--- config.mk ---
export PLATFORM = sky130hd
export DESIGN_NAME = dp_burst_sram
export DESIGN_NICKNAME = d
export VERILOG_FILES = /design/src/rtl/dp_burst_sram.sv
export SDC_FILE = /design/constraint.sdc
export NUM_CORES = 2
export LEC_CHECK = 0
export BUFFER_PORTS_ARGS = -buffer_cell sky130_fd_sc_hd__buf_2
export CAP_MARGIN = 20
export CORE_AREA = 10 10 482 484
export CTS_CLUSTER_DIAMETER = 30
export CTS_CLUSTER_SIZE = 14
export DETAILED_ROUTE_END_ITERATION = 8
export DIE_AREA = 0 0 492 494
export GPL_ROUTABILITY_DRIVEN = 0
export HOLD_SLACK_MARGIN = 0.15
export MAX_ROUTING_LAYER = met4
export PLACE_DENSITY = 0.91
export SYNTH_ARGS = -nofsm -noshare
export SYNTH_HDL_FRONTEND = slang
export SYNTH_SLANG_ARGS = --single-unit
export TNS_END_PERCENT = 100
--- constraint.sdc ---
create_clock -name clk -period 4.8 [get_ports clk]
set_input_delay 0.48 -clock clk [delete_from_list [all_inputs] [get_ports clk]]
set_output_delay 0.48 -clock clk [all_outputs]
set_load 0.01 [all_outputs]
--- src/rtl/dp_burst_sram.sv ---
module dp_burst_sram #(
  parameter int WORD_W = 18,
  parameter int ADDR_W = 6,
  parameter int RD_LAT = 2,
  parameter int WR_LAT = 1
) (
  input  logic              clk,
  input  logic              rst_n,
  input  logic              a_ld_n,
  input  logic              a_rw_n,
  input  logic [ADDR_W-1:0] a_addr,
  input  logic [WORD_W-1:0] a_wdata,
  output logic [WORD_W-1:0] a_rdata,
  output logic              a_rvalid,
  input  logic              b_ld_n,
  input  logic              b_rw_n,
  input  logic [ADDR_W-1:0] b_addr,
  input  logic [WORD_W-1:0] b_wdata,
  output logic [WORD_W-1:0] b_rdata,
  output logic              b_rvalid
);
  localparam int DEPTH = 1 << (ADDR_W + 1);

  logic [WORD_W-1:0] mem [DEPTH];

  wire a_rd = !a_ld_n &&  a_rw_n;
  wire a_wr = !a_ld_n && !a_rw_n;
  wire b_rd = !b_ld_n &&  b_rw_n;
  wire b_wr = !b_ld_n && !b_rw_n;

  // write command delay lines
  logic [WR_LAT-1:0] aw_v, bw_v;
  logic [ADDR_W-1:0] aw_a [WR_LAT];
  logic [ADDR_W-1:0] bw_a [WR_LAT];

  // commit staging
  logic              a_cv, b_cv;
  logic [ADDR_W-1:0] a_ca, b_ca;
  logic [WORD_W-1:0] a_d0, a_d1, b_d0;

  always_ff @(posedge clk or negedge rst_n)
    if (!rst_n) begin
      aw_v <= '0;
      a_cv <= 1'b0;
    end else begin
      aw_v[0] <= a_wr;
      for (int i = 1; i < WR_LAT; i++) aw_v[i] <= aw_v[i-1];
      a_cv <= aw_v[WR_LAT-1];
    end

  always_ff @(posedge clk) begin
    aw_a[0] <= a_addr;
    for (int i = 1; i < WR_LAT; i++) aw_a[i] <= aw_a[i-1];
    a_ca <= aw_a[WR_LAT-1];
    a_d0 <= a_wdata;
  end

  always_ff @(negedge clk) a_d1 <= a_wdata;

  always_ff @(negedge clk or negedge rst_n)
    if (!rst_n) begin
      bw_v <= '0;
      b_cv <= 1'b0;
    end else begin
      bw_v[0] <= b_wr;
      for (int i = 1; i < WR_LAT; i++) bw_v[i] <= bw_v[i-1];
      b_cv <= bw_v[WR_LAT-1];
    end

  always_ff @(negedge clk) begin
    bw_a[0] <= b_addr;
    for (int i = 1; i < WR_LAT; i++) bw_a[i] <= bw_a[i-1];
    b_ca <= bw_a[WR_LAT-1];
    b_d0 <= b_wdata;
  end

  // both ports commit on the same rising edge; port B last so it wins
  always_ff @(posedge clk) begin
    if (a_cv) begin
      mem[{a_ca, 1'b0}] <= a_d0;
      mem[{a_ca, 1'b1}] <= a_d1;
    end
    if (b_cv) begin
      mem[{b_ca, 1'b0}] <= b_d0;
      mem[{b_ca, 1'b1}] <= b_wdata;
    end
  end

  // read pipelines, array snapshot taken at the command edge
  logic [RD_LAT:0]   ar_v, br_v;
  logic [WORD_W-1:0] ar_d0 [RD_LAT+1];
  logic [WORD_W-1:0] ar_d1 [RD_LAT+1];
  logic [WORD_W-1:0] br_d0 [RD_LAT+1];
  logic [WORD_W-1:0] br_d1 [RD_LAT+1];

  always_ff @(posedge clk or negedge rst_n)
    if (!rst_n) ar_v <= '0;
    else        ar_v <= {ar_v[RD_LAT-1:0], a_rd};

  always_ff @(posedge clk) begin
    ar_d0[0] <= mem[{a_addr, 1'b0}];
    ar_d1[0] <= mem[{a_addr, 1'b1}];
    for (int i = 1; i <= RD_LAT; i++) begin
      ar_d0[i] <= ar_d0[i-1];
      ar_d1[i] <= ar_d1[i-1];
    end
  end

  always_ff @(negedge clk or negedge rst_n)
    if (!rst_n) br_v <= '0;
    else        br_v <= {br_v[RD_LAT-1:0], b_rd};

  always_ff @(negedge clk) begin
    br_d0[0] <= mem[{b_addr, 1'b0}];
    br_d1[0] <= mem[{b_addr, 1'b1}];
    for (int i = 1; i <= RD_LAT; i++) begin
      br_d0[i] <= br_d0[i-1];
      br_d1[i] <= br_d1[i-1];
    end
  end

  assign a_rvalid = ar_v[RD_LAT];
  assign b_rvalid = br_v[RD_LAT];
  assign a_rdata  = clk ? ar_d0[RD_LAT] : ar_d1[RD_LAT];
  assign b_rdata  = clk ? br_d1[RD_LAT] : br_d0[RD_LAT];
endmodule


==> impl_metrics.toml, run 1 <==
[yosys]
synth-edff-count = 2304
synth_cell_types = 63
avgSynthCellArea_um2 = 16.34
yosysTopAreaCell = "edfxtp_1"
synth-main-ff-cell = "edfxtp_1"
synthCells = 8667
synthArstFlopShare = 0.003834
yosys-top-cells-area = "edfxtp_1 (49%), mux2_2 (20%), mux4_2 (17%)"
yosysMostFrequentCell = "mux2_2"
yosysSeqAreaShare = 0.5317
netlist_area_um2 = 141700
syn-num-nets = 8721
synth_top_cells_by_count = "mux2_2 (2,480), edfxtp_1 (2,304), mux4_2 (1,063)"
yosysWarnings = 0
synth_top_area_share = 0.4884
ys_seq_elements = 2608

[clock_tree]
cts_setup_buffers = 0

[global_route]
track_usage = 0.7344
grt_max_degree = 101
overflow = 55

[placed_design]
dp_cells = 11520
io_buffers = 91
hpwl_um = 347200

[floorplanning]
start_util = 0.6385
die_w_um = 492
fp-row-count = 173
ioPinCount = 92
die_h_um = 494

[run_status]
failing_step = "global routing (5_1_grt)"
status = "stopped before the end"
error = "[ERROR GRT-0232] Routing congestion too high. Check the congestion heatmap in the GUI."
==> metal layers <==
| metal | track usage | overflow |
|---|---|---|
| met5 | - | - |
| met4 | 0.6801 | 18 |
| met3 | 0.7057 | 13 |
| met2 | 0.8325 | 13 |
| met1 | 0.6879 | 11 |
==> timing repair <==
item                       4_1_cts
pin swaps                        1
gates cloned                     1
setup endpoints to repair       58
resized for setup               50
hold endpoints to repair        33
hold buffers                    48
==> through the flow <==
stage	hold slack, ps	cell area [um^2]	utilization	setup slack (ps)	setup TNS, ps
after floorplan	184.4	142100	-	-133.0	-16350
after global placement	292.3	152700	0.6881	-1054	-13950
after detailed placement	301.4	152700	0.6882	-560.7	-13340
after CTS	223.4	171200	0.7717	-105.1	-505.7
==> cell families after synthesis <==
kind of cell / synth area share
mux: 0.3828
simple gates: 0.01807
flops: 0.5317
buf+inv: 0.03488
compound gates: 0.03249
==> run 2: changes to the inputs <==
==> config.mk (replaced) <==
export PLATFORM = sky130hd
export DESIGN_NAME = dp_burst_sram
export DESIGN_NICKNAME = d
export VERILOG_FILES = /design/src/rtl/dp_burst_sram.sv
export SDC_FILE = /design/constraint.sdc
export NUM_CORES = 2
export LEC_CHECK = 0
export BUFFER_PORTS_ARGS = -buffer_cell sky130_fd_sc_hd__buf_2
export CAP_MARGIN = 20
export CORE_AREA = 10 10 607 609
export DETAILED_ROUTE_END_ITERATION = 8
export DIE_AREA = 0 0 617 619
export GPL_ROUTABILITY_DRIVEN = 0
export PLACE_DENSITY_LB_ADDON = 0.15
export SYNTH_ARGS = -nofsm -noshare
export SYNTH_HDL_FRONTEND = slang
export SYNTH_SLANG_ARGS = --single-unit
export TNS_END_PERCENT = 100
==> run 2 against run 1 <==
The flow now finishes, with violations (setup timing); synthesized area unchanged; synthesized cell count unchanged.
==> impl_metrics.toml, run 2 <==
[run_status]
status = "complete, but fails checks"
failed_checks = "setup timing"

[yosys]
yosysMostFrequentCell = "mux2_2"
synthArstFlopShare = 0.003834
syn-num-nets = 8721
synth_cell_types = 63
synth-main-ff-cell = "edfxtp_1"
synth_top_area_share = 0.4884
yosys-top-cells-area = "edfxtp_1 (49%), mux2_2 (20%), mux4_2 (17%)"
synth_top_cells_by_count = "mux2_2 (2,480), edfxtp_1 (2,304), mux4_2 (1,063)"
yosysSeqAreaShare = 0.5317
synthCells = 8667
avgSynthCellArea_um2 = 16.34
netlist_area_um2 = 141700
yosysTopAreaCell = "edfxtp_1"
ys_seq_elements = 2608
synth-edff-count = 2304
yosysWarnings = 0

[cells_and_area]
largest_reg_flops = 2304
final_cell_area_um2 = 169900
final_cell_mix = "mux2_2 (2,468), edfxtp_1 (2,304), mux4_2 (1,063)"
drive_gt1_frac = 0.5738
top_register = "mem"
areaGrowthSynthToFinish_pct = 19.91
utilization = 0.4780
finish.net_count = 9296
layout_commonest_cell = "mux2_2"
final_cells = 14280

[timing]
max_slew_margin = 0.1559
finalSetupViolCount = 3
tightest_slew_ps = 1259
hold_viol = 0
worst_slack_ps = -56.18
slew_viol_final = 0
rsz0062_at_grt = "yes"
fin_skew_ps = 76.28

[critical_path]
critPathRequiredTime_ps = 4320
crit_chain = "mux2_4 > buf_6"
startpoint_type = "flip-flop"
cp_max_fo = 1
crit_type = "flip-flop to output pin"
end_kind = "output pin"
cpMaxStageDelayCell = "mux2_4"
rrSetupSlack_ps = -10
crit_arrival_ps = 4380
max_stage_delay_ps = 380

[pwr]
p_leak_nw = 57.66
ir_drop_uv = 283.1
powerDensity_nw_per_um2 = 344.4
fin_total_pwr_w = 0.05851

[global_route]
overflow = 0
track_usage = 0.3206
grt_antenna_before_repair = 34
grt_pass1_wl_um = 850400
grt_max_degree = 78
grt_pass1_vias = 96390

[floorplanning]
die-area_um2 = 381900
die_w_um = 617
core_um2 = 355400
die_h_um = 619
fp-row-count = 219
start_util = 0.3986
ioPinCount = 92

[routing]
viasPerCell = 6.737
drt_iter0_markers = 13730
met2_length_um = 276800
ant_nets = 0
dr_wl_met3_um = 70620
wl_met1_um = 237200
vias = 96190
routedWlPerCell_um = 44.19
drcViolationCount = 0
wl_um = 630900
first_pass_iters = 8
top_layer = "met5"

[job]
maxCapViolCount = 0

[placed_design]
dp_cells = 13480
hpwl_um = 414600
postPlaceCellArea_um2 = 158200
io_buffers = 91
place_ws_ps = -776.3

[worst_hold_path]
min_path_type = "primary input to flip-flop"

[clock_tree]
insertion_delay_ps = 1090
cts_tree = "done"
clkTransAtPathRegs_ps = 50
run 2: routing by layer:
layer	track usage	vias up
met3	0.08601	1578
li1	-	36590
met5	0	-
met1	0.4185	51240
met4	0.1906	10
met2	0.4804	6778
run 2: worst paths after layout:
kind,to,depth (start not counted),from
max,b_rdata[5],2,br_d0[0][41]
min,a_d0[9],2,a_wdata[9]
max reg2reg,mem[46][2],6,b_cv
min reg2reg,br_v[1],0,br_v[0]
max in group asynchronous,br_v[2],2,rst_n
min in group asynchronous,ar_v[1],3,rst_n
run 2: cells by family (layout without fill, tap and decap cells):
| group | Yosys count | in the layout | share of synthesized area |
|---|---|---|---|
| AOI/OAI and AO/OA | 676 | 676 | 0.03249 |
| muxes | 3749 | 3749 | 0.3828 |
| DFF | 2608 | 2608 | 0.5317 |
| and+or+nand+nor | 504 | 504 | 0.01807 |
| other | 0 | 31 | 0 |
| buffers and inverters | 1130 | 1959 | 0.03488 |
run 2: critical path, delay by kind of cell (launching register included):
family / cells / cell delay (ps)
muxes: 1 / 380
DFF: 1 / 350
buffers and inverters: 1 / 160
run 2: what timing repair did:
action,4_1_cts,5_1_grt
setup endpoints to repair,32,29
resized for setup,34,1
pin swaps,1,0
endpoints found under the hold margin,28,0
setup buffers,2,0
hold buffers,26,0
run 2: through the flow:
step | hold WS, ps | setup TNS [ps]
after floorplan | 184.4 | -16350
final | 53.59 | -80.99
after CTS | 8.165 | -144.0
after global routing | 63.53 | -95.79
after global placement | 292.7 | -20580
after detailed placement | 295.2 | -19730
run 2: area by class of cell:
type / count / area, um^2
multi-input combinational: 4929 / 62620
antenna: 31 / 77.57
tap: 4751 / 5944
timing repair buffer: 1182 / 14360
inverter: 3 / 13.76
clock buffer: 461 / 9394
sequential: 2608 / 75420
fill: 30110 / 185500
clock inverter: 313 / 2037
run 2: power by group:
group,internal (W),switching (W)
clock network,0.0153,0.0117
logic,0.00265,0.00347
registers,0.0251,0.000375
Note: power is estimated with default switching activity, not from simulation.
